==> src/rtl/pwm_pkg.sv <==
package pwm_pkg;

  // Decoded operation: {store, dword, right}
  typedef struct packed {
    logic store;
    logic dword;
    logic right;
  } pwm_op_t;

  localparam logic [2:0] OPC_LOAD_LEFT_W   = 3'b000;
  localparam logic [2:0] OPC_LOAD_RIGHT_W  = 3'b001;
  localparam logic [2:0] OPC_LOAD_LEFT_D   = 3'b010;
  localparam logic [2:0] OPC_LOAD_RIGHT_D  = 3'b011;
  localparam logic [2:0] OPC_STORE_LEFT_W  = 3'b100;
  localparam logic [2:0] OPC_STORE_RIGHT_W = 3'b101;
  localparam logic [2:0] OPC_STORE_LEFT_D  = 3'b110;
  localparam logic [2:0] OPC_STORE_RIGHT_D = 3'b111;

endpackage

==> src/rtl/pwm_lane.sv <==
// One shift-and-mask merger of a fixed container width.
module pwm_lane #(
  parameter int LANE_W = 64,
  localparam int OFF_W = $clog2(LANE_W / 8),
  localparam int SH_W  = OFF_W + 3
) (
  input  logic [OFF_W-1:0]  offset_i,
  input  logic              store_i,
  input  logic              right_i,
  input  logic [LANE_W-1:0] mem_i,
  input  logic [LANE_W-1:0] reg_i,
  output logic [LANE_W-1:0] merged_o
);

  logic [OFF_W-1:0]  byte_sh;
  logic [SH_W-1:0]   bit_sh;
  logic              toward_msb;
  logic [LANE_W-1:0] src;
  logic [LANE_W-1:0] keep;
  logic [LANE_W-1:0] mask;
  logic [LANE_W-1:0] moved;

  // Right forms count from the other end of the container.
  assign byte_sh    = right_i ? ~offset_i : offset_i;
  assign bit_sh     = {byte_sh, 3'b000};
  // Left load and right store move data toward the MSB; the other two move it down.
  assign toward_msb = (right_i == store_i);
  assign src        = store_i ? reg_i : mem_i;
  assign keep       = store_i ? mem_i : reg_i;

  always_comb begin
    if (toward_msb) begin
      mask  = {LANE_W{1'b1}} << bit_sh;
      moved = src << bit_sh;
    end else begin
      mask  = {LANE_W{1'b1}} >> bit_sh;
      moved = src >> bit_sh;
    end
  end

  assign merged_o = (keep & ~mask) | moved;

endmodule

==> src/rtl/pwm_stage.sv <==
// Single output register with valid/ready flow control.
module pwm_stage #(
  parameter int DATA_W = 64
) (
  input  logic              clk,
  input  logic              rst_n,
  input  logic              in_valid,
  output logic              in_ready,
  input  logic [DATA_W-1:0] in_data,
  input  logic              in_store,
  output logic              out_valid,
  input  logic              out_ready,
  output logic [DATA_W-1:0] out_data,
  output logic              out_store
);

  logic take;

  assign in_ready = !out_valid || out_ready;
  assign take     = in_valid && in_ready;

  always_ff @(posedge clk or negedge rst_n) begin
    if (!rst_n) begin
      out_valid <= 1'b0;
      out_data  <= '0;
      out_store <= 1'b0;
    end else if (take) begin
      out_valid <= 1'b1;
      out_data  <= in_data;
      out_store <= in_store;
    end else if (out_ready) begin
      out_valid <= 1'b0;
    end
  end

endmodule

==> src/rtl/partial_word_merger.sv <==
module partial_word_merger
  import pwm_pkg::*;
#(
  parameter int WIDE_W   = 64,
  parameter int NARROW_W = 32,
  localparam int WIDE_OFF_W   = $clog2(WIDE_W / 8),
  localparam int NARROW_OFF_W = $clog2(NARROW_W / 8)
) (
  input  logic                  clk,
  input  logic                  rst_n,
  input  logic                  in_valid,
  output logic                  in_ready,
  input  logic [2:0]            in_op,
  input  logic [WIDE_OFF_W-1:0] in_addr,
  input  logic [WIDE_W-1:0]     in_mem,
  input  logic [WIDE_W-1:0]     in_reg,
  output logic                  out_valid,
  input  logic                  out_ready,
  output logic [WIDE_W-1:0]     out_reg,
  output logic                  out_reg_we,
  output logic [WIDE_W-1:0]     out_mem,
  output logic                  out_mem_we
);

  localparam int N_LANES = 2;
  localparam int EXT_W   = WIDE_W - NARROW_W;

  pwm_op_t           op;
  logic [WIDE_W-1:0] lane_res [N_LANES];
  logic [WIDE_W-1:0] merged;
  logic [WIDE_W-1:0] held;
  logic              held_store;

  assign op = pwm_op_t'(in_op);

  // Lane 0 serves word forms, lane 1 doubleword forms.
  for (genvar g = 0; g < N_LANES; g++) begin : g_lane
    localparam int LW   = (g == 0) ? NARROW_W : WIDE_W;
    localparam int LOFF = (g == 0) ? NARROW_OFF_W : WIDE_OFF_W;
    logic [LW-1:0] res;

    pwm_lane #(.LANE_W(LW)) u_lane (
      .offset_i (in_addr[LOFF-1:0]),
      .store_i  (op.store),
      .right_i  (op.right),
      .mem_i    (in_mem[LW-1:0]),
      .reg_i    (in_reg[LW-1:0]),
      .merged_o (res)
    );

    assign lane_res[g] = WIDE_W'(res);
  end

  always_comb begin
    if (op.dword) begin
      merged = lane_res[1];
    end else if (op.store) begin
      merged = {{EXT_W{1'b0}}, lane_res[0][NARROW_W-1:0]};
    end else begin
      merged = {{EXT_W{lane_res[0][NARROW_W-1]}}, lane_res[0][NARROW_W-1:0]};
    end
  end

  pwm_stage #(.DATA_W(WIDE_W)) u_stage (
    .clk       (clk),
    .rst_n     (rst_n),
    .in_valid  (in_valid),
    .in_ready  (in_ready),
    .in_data   (merged),
    .in_store  (op.store),
    .out_valid (out_valid),
    .out_ready (out_ready),
    .out_data  (held),
    .out_store (held_store)
  );

  assign out_reg_we = out_valid && !held_store;
  assign out_mem_we = out_valid && held_store;
  assign out_reg    = out_reg_we ? held : '0;
  assign out_mem    = out_mem_we ? held : '0;

endmodule

==> config.mk <==
export PLATFORM = sky130hd
export DESIGN_NAME = partial_word_merger
export DESIGN_NICKNAME = d
export VERILOG_FILES = /design/src/rtl/pwm_pkg.sv /design/src/rtl/pwm_lane.sv /design/src/rtl/pwm_stage.sv /design/src/rtl/partial_word_merger.sv
export SDC_FILE = /design/constraint.sdc
export NUM_CORES = 1
export LEC_CHECK = 0
export ABC_CLOCK_PERIOD_IN_PS = 3800
export BUFFER_PORTS_ARGS = -buffer_cell sky130_fd_sc_hd__buf_2
export CORE_ASPECT_RATIO = 0.75
export CORE_UTILIZATION = 30
export DETAILED_ROUTE_END_ITERATION = 6
export HOLD_SLACK_MARGIN = 0.15
export PLACE_DENSITY = 0.6
export SYNTH_ARGS = -nofsm -noshare
export SYNTH_HDL_FRONTEND = slang
export SYNTH_SLANG_ARGS = --single-unit
==> constraint.sdc <==
create_clock -name clk -period 3.8 [get_ports clk]
set_input_delay 0.19 -clock clk [delete_from_list [all_inputs] [get_ports clk]]
set_output_delay 0.19 -clock clk [all_outputs]
set_load 0.01 [all_outputs]
==> results of run 1 <==
[per-stage QoR]
step,power (mW),cell area [µm²],hold slack (ns)
after floorplan,2.24,10700,-0.106
after global placement,3.12,12500,0.189
after detailed placement,3.14,12500,0.192
after CTS,4.13,12900,0.169
after global routing,4.36,12900,0.184
final,4.18,12900,0.178
[cells by family after synthesis]
group | after synthesis | synth area share [%]
buffers and inverters | 148 | 7.46
AO/OA/AOI/OAI | 530 | 36.1
multiplexers | 181 | 18.5
XOR/XNOR | 6 | 0.985
AND/OR/NAND/NOR | 461 | 21.4
flip-flops | 66 | 15.5
[registers in the layout, summed over array words and instances, names as in the netlist]
| name | cells |
|---|---|
| u_stage.out_data | 64 |
| u_stage.out_valid | 1 |
| u_stage.out_store | 1 |
[worst max-delay path, stage by stage]
cell	delay [ns]
buf_2	0.62
nor2b_1	0.21
a22o_1	0.32
a221oi_1	0.79
o31ai_4	0.37
buf_4	0.27
o32a_1	0.33
[worst min path at each step]
stage                     slack [ns]                   to       from
after floorplan                -0.11  u_stage.out_data[0]      rst_n
after detailed placement        0.19  u_stage.out_data[1]      rst_n
after global placement          0.19  u_stage.out_data[1]      rst_n
after CTS                       0.17  u_stage.out_data[6]  in_reg[6]
after global routing            0.18  u_stage.out_data[7]  in_mem[7]
final                           0.18  u_stage.out_data[4]  in_mem[4]
[power groups by stage]
stage / Clock [mW] / Combinational [mW] / Sequential (mW)
final: 0.993 / 2.14 / 1.05
after detailed placement: 0 / 2.08 / 1.05
after floorplan: 0 / 1.32 / 0.920
after global placement: 0 / 2.08 / 1.04
after global routing: 1.02 / 2.28 / 1.06
after CTS: 0.995 / 2.10 / 1.04
[repair_timing]
action | CTS | global route
resized for setup | 0 | 0
setup endpoints to repair | 0 | 0
hold buffers | 6 | 0
hold endpoints to repair | 23 | 0
[area by class of cell]
cell class	instances	area [µm²]
Clock buffer	12	256
Sequential cell	66	1650
Inverter	9	33.8
Tap cell	457	572
Fill cell	3689	21900
Multi-Input combinational cell	1178	8250
Clock inverter	4	73.8
Timing Repair Buffer	354	2080
[layer usage]
metal | vias up | part of all wire, %
met4 | 2 | 3.2
met3 | 139 | 10
met1 | 6669 | 44
li1 | 5916 | -
met2 | 871 | 43
met5 | - | 0.012
[synthesized netlist by cell type, types with 10 or more instances]
cell type    n  area share (%)
mux2i_1    101             9.5
clkbuf_1    58             2.0
a22o_1      17             1.4
nor2_1     103             3.6
o22ai_1     56             3.3
a32oi_1     27             2.2
nor3_1      22             1.0
o21ai_0     59             2.8
o221ai_1    23             1.9
mux2_2      69             7.3
nor2b_1     14            0.82
and2_1      75             4.4
a22oi_1     17             1.2
a211o_1     10            0.82
a21oi_1     98             4.6
buf_4       20             1.4
o32a_1      11             1.0
nand2_1    129             4.5
o211ai_1    34             2.4
dfrtp_1     66              15
buf_6       13             1.4
a221oi_1    36             3.0
nand2b_1    19             1.1
buf_2       45             2.1
a211oi_1    25             1.8
o22a_1      15             1.2
and3_1      64             3.8
==> flow_summary.ini, run 1 <==
[cts]
htree_levels = 3
cts_tree = done
post_cts_buffers = 0
numClockSinks = 66
cts-root-buf = clkbuf_16
clk_latency_ns = 0.36
clk_pin_slew_ns = 0.07
numCtsBuffers = 9
clock_tree.buffer_depth = 2

[synthesis]
synth-edff-count = 0
synth_warnings = 0
synth_cell_types = 82
synth_flop_cell = dfrtp_1
ys_seq_area_share_pct = 15.5
syn_area_per_cell_um2 = 7.67
synth.cell_area_um2 = 10700
synth_async_sr_flop_share_pct = 100
synth-seq-cells = 66
syn-num-nets = 1530
synth_cells = 1392

[timing]
setup_tns_ns = 0
fin_ws_ns = 0.916
setup_violations = 0
maxSlewViolCount = 0
post-route-period-util_pct = 75.9
rsz0062_at_grt = false
worstMarginPinSlew_ns = 1.18
final_hold_viol_count = 0
layout_min_cycle_time_ns = 2.88
timing.fmax_mhz = 347
skew_ns = 0.00963
slew-limit-headroom_pct = 21.1

[global_route]
grtUsageMet1_pct = 44.6
grt_max_degree = 83
antenna_found_initial = 1
grt_use_met3_pct = 5.37
grt_pass1_wl_mm = 83.8
grt_util_met2_pct = 48.1
busiest_layer = met2
overflow = 0
globalRouteTotalUtil_pct = 31.6
grt_pass1_vias = 12300

[detailed_routing]
finalWirelength_mm = 59.3
viasPerCell = 6.54
drt_pass1_iterations = 7
final_antenna_net_count = 0
wire_per_inst_um = 28.5
drtIter0Drc = 1633
drc = 42
vias = 13600

[die]
fp-row-count = 59
core_um2 = 34800
die_y_um = 165
initial_utilization_pct = 30.6
die_w_um = 220
num_io_pins = 270
die-area_um2 = 36300

[finish]
syn_to_final_growth_pct = 21.1
n_antenna_cell = 0
final-instance-count-excl-fill = 2080
layout-drive-gt1-share_pct = 29.1
final_cell_mix = buf_2 (268), nand2_1 (129), nor2_1 (103)
final_util_pct = 37.1
final_nets = 1756
final_common_cell = buf_2

[power]
p_per_area_nw_per_um2 = 324
p_int_mw = 2.29
power.switching_mw = 1.89
power.share.clock_pct = 23.8
ir_drop_v = 0.000218
comb_power_share_pct = 51.3
swShare_pct = 45.2
leakage_nw = 5.69
p_seq_share_pct = 25.0

[worst_setup_path]
cp-endpoint = u_stage.out_data[39]
critPathMaxFanout = 32
cp.arrival_ns = 3.12
worst_setup_path_end_kind = register
r2r-start = u_stage.out_valid
rrSetupSlack_ns = 1.54
reg2reg_depth = 7
cp-start-kind = input port
critical_path_class = in2reg
required_ns = 4.04
r2r-end = u_stage.out_data[39]
startpoint = in_addr[0]

[placement]
io_buffers = 269
place_hpwl_mm = 45.7
place_congestion = 1.01
dp_cells = 2058
pre_cts_slack_ns = 0.651

[status]
outcome = finished with violations
violations = design-rule violations

[hold_path]
holdCritPathClass = in2reg
hold_depth = 3

[flow_run]
cap_violations = 0
Power figures use the tool's default switching activity.
==> run 2: changes to the inputs <==
--- a/config.mk
+++ b/config.mk
@@ -5,13 +5,14 @@
 export SDC_FILE = /design/constraint.sdc
 export NUM_CORES = 1
 export LEC_CHECK = 0
-export ABC_CLOCK_PERIOD_IN_PS = 3800
+export ABC_AREA = 1
+export ABC_CLOCK_PERIOD_IN_PS = 2600
 export BUFFER_PORTS_ARGS = -buffer_cell sky130_fd_sc_hd__buf_2
 export CORE_ASPECT_RATIO = 0.75
 export CORE_UTILIZATION = 30
 export DETAILED_ROUTE_END_ITERATION = 6
 export HOLD_SLACK_MARGIN = 0.15
-export PLACE_DENSITY = 0.6
+export PLACE_DENSITY = 0.62
 export SYNTH_ARGS = -nofsm -noshare
 export SYNTH_HDL_FRONTEND = slang
 export SYNTH_SLANG_ARGS = --single-unit
==> constraint.sdc (replaced) <==
create_clock -name clk -period 2.6 [get_ports clk]
set_input_delay 0.13 -clock clk [delete_from_list [all_inputs] [get_ports clk]]
set_output_delay 0.13 -clock clk [all_outputs]
set_load 0.01 [all_outputs]
==> run 2 against run 1 <==
  * The run now ends clean
  * Clock power rose by 36%
  * Sequential power rose by 31%
  * Sequential share of layout area rose by 0.73 points
  * Wire length fell by 15%
  * Clock skew rose by 0.0038 ns
  * Largest cell class unchanged
  * Highest routed layer unchanged
==> flow_summary.ini, run 2 <==
[global_route]
antenna_found_initial = 2
overflow = 0
grt_pass1_vias = 12500
globalRouteTotalUtil_pct = 28.5
grt_max_degree = 73
grt_pass1_wl_mm = 75.1

[finish]
layout-drive-gt1-share_pct = 18.0
reg_top3 = u_stage.out_data (64), u_stage.out_store (1), u_stage.out_valid (1)
final_common_cell = nand2_1
syn_to_final_growth_pct = 19.4
fillerInstances = 3915
final_util_pct = 36.4
final-instance-count-excl-fill = 2695
final_cell_mix = nand2_1 (1150), buf_2 (268), nor2_1 (218)
largest_reg_flops = 64
final_nets = 2378
n_antenna_cell = 0
regMostFlops = u_stage.out_data

[detailed_routing]
viasPerCell = 5.14
final_antenna_net_count = 0
vias = 13900
finalWirelength_mm = 50.5
drc = 0
drtIter0Drc = 1504
wire_per_inst_um = 18.7
drt_pass1_iterations = 6

[die]
die_w_um = 215
die_y_um = 162
die-area_um2 = 34800
num_io_pins = 270
fp-row-count = 58
core_um2 = 33500
initial_utilization_pct = 30.5

[cts]
htree_levels = 3
numCtsBuffers = 9
numClockSinks = 66
clk_latency_ns = 0.37
post_cts_buffers = 0
clk_pin_slew_ns = 0.06
cts_tree = done
cts-resized-gates = 0
clock_tree.buffer_depth = 2
cts-root-buf = clkbuf_16

[power]
p_per_area_nw_per_um2 = 477
leakage_nw = 7.44
total_power_mw = 5.82
ir_drop_v = 0.000224

[synthesis]
syn_area_per_cell_um2 = 5.00
synth_top_area_share_pct = 42.3
yosysMostFrequentCell = nand2_1
yosysTopAreaCell = nand2_1
synth_common_cells = nand2_1 (1152), nor2_1 (218), nand3_1 (171), inv_1 (119), dfrtp_1 (66)
ys_seq_area_share_pct = 16.2
synth_warnings = 0
syn-num-nets = 2181
synth_flop_cell = dfrtp_1
ys_top_cells_by_area = nand2_1 (42%), dfrtp_1 (16%), nand3_1 (8.4%)
synth_cells = 2043
synth.cell_area_um2 = 10200
synth_async_sr_flop_share_pct = 100
synth-seq-cells = 66
synth-edff-count = 0
synth_cell_types = 35

[timing]
worstMarginPinSlew_ns = 0.577
skew_ns = 0.0134
post-route-period-util_pct = 83.3
setup_violations = 0
maxSlewViolCount = 0
timing.fmax_mhz = 462
setup_tns_ns = 0
rsz0062_at_grt = false
layout_min_cycle_time_ns = 2.17
final_hold_viol_count = 0
slew-limit-headroom_pct = 61.1

[placement]
dp_cells = 2677
place_congestion = 1.00
io_buffers = 269
place_hpwl_mm = 39.9

[worst_setup_path]
worst_setup_path_end_kind = register
critPathMaxFanout = 16
worst-path-buf-inv = 5
cpPeakStageDelay_ns = 0.28
cp_common_cell = nand2_1
crit_family = simple AND/OR/NAND/NOR gates
cp-start-kind = input port
cp.arrival_ns = 2.44
slowest_stage = buf_2
critical_path_class = in2reg
cp_cell_sequence = buf_2, inv_4, nand2_1, nand2_4, nand2_2, buf_4, clkinv_2, nand2_2, nand3_1, nand2_1, inv_1, nand2_1, nand2_1, a21oi_1
required_ns = 2.88

[hold_path]
holdCritPathClass = in2reg

[flow_run]
cap_violations = 0

[status]
outcome = complete, no violations
==> run 2: cell type report <==
cell class | instances | area [µm²] | share of cell area, %
clock buffer | 10 | 239 | 1.96
clock inverter | 6 | 65.1 | 0.533
inverter | 132 | 504 | 4.13
multi-input combinational | 1719 | 7310 | 59.9
sequential | 66 | 1650 | 13.5
tap | 450 | 563 | 4.61
timing repair buffer | 312 | 1880 | 15.4
==> run 2: layer usage <==
layer / global-route usage [%] / vias to the layer above / routed length [µm]
met2: 44.3 / 680 / 22100
met1: 39.5 / 6421 / 22400
met5: 0 / - / 13
met4: 8.83 / 2 / 1450
li1: - / 6668 / -
met3: 5.45 / 88 / 4550
==> run 2: cell families after synthesis <==
group | count (synthesis) | share of synthesized area [%]
buffers and inverters | 258 | 12.4
DFF | 66 | 16.2
and+or+nand+nor | 1587 | 62.4
muxes | 1 | 0.0979
AOI/OAI and AO/OA | 131 | 8.93
==> run 2: metrics by stage <==
step / hold slack [ns] / instance area (µm²) / setup WS (ns)
after global placement: 0.186 / 11900 / 0.160
after global routing: 0.282 / 12200 / 0.254
after detailed placement: 0.191 / 11900 / 0.126
after CTS: 0.234 / 12200 / 0.493
after floorplan: -0.166 / 10200 / 0.937
final: 0.240 / 12200 / 0.434
==> run 2: worst paths after layout <==
| path | cells past startpoint | end | slack, ns | from |
|---|---|---|---|---|
| setup / recovery | 14 | u_stage.out_data[32] | 0.43 | in_op[0] |
| hold / removal | 7 | u_stage.out_data[11] | 0.24 | in_mem[11] |
| setup reg to reg | 7 | u_stage.out_data[16] | 0.93 | u_stage.out_valid |
| hold reg to reg | 2 | u_stage.out_data[25] | 0.51 | u_stage.out_data[25] |
| max in group asynchronous | 3 | u_stage.out_data[19] | 1.91 | rst_n |
| min in group asynchronous | 3 | u_stage.out_data[47] | 0.33 | rst_n |
==> run 2: tightest hold or removal path: cells and delay by family <==
family | cells | cell delay [ns]
simple gates | 5 | 0.28
buf+inv | 1 | 0.10
compound gates | 1 | 0.05
==> run 2: timing repair <==
item / in CTS / in global routing
endpoints found under the hold margin: 67 / 0
hold buffers: 2 / 0
endpoints found under the setup margin: 0 / 0
==> run 2: where the power goes <==
group          leakage [nW]  switching, mW  internal, mW  total, mW
logic                  6.51           2.12         0.973       3.09
registers             0.784          0.147          1.23       1.38
clock network         0.149          0.575         0.772       1.35
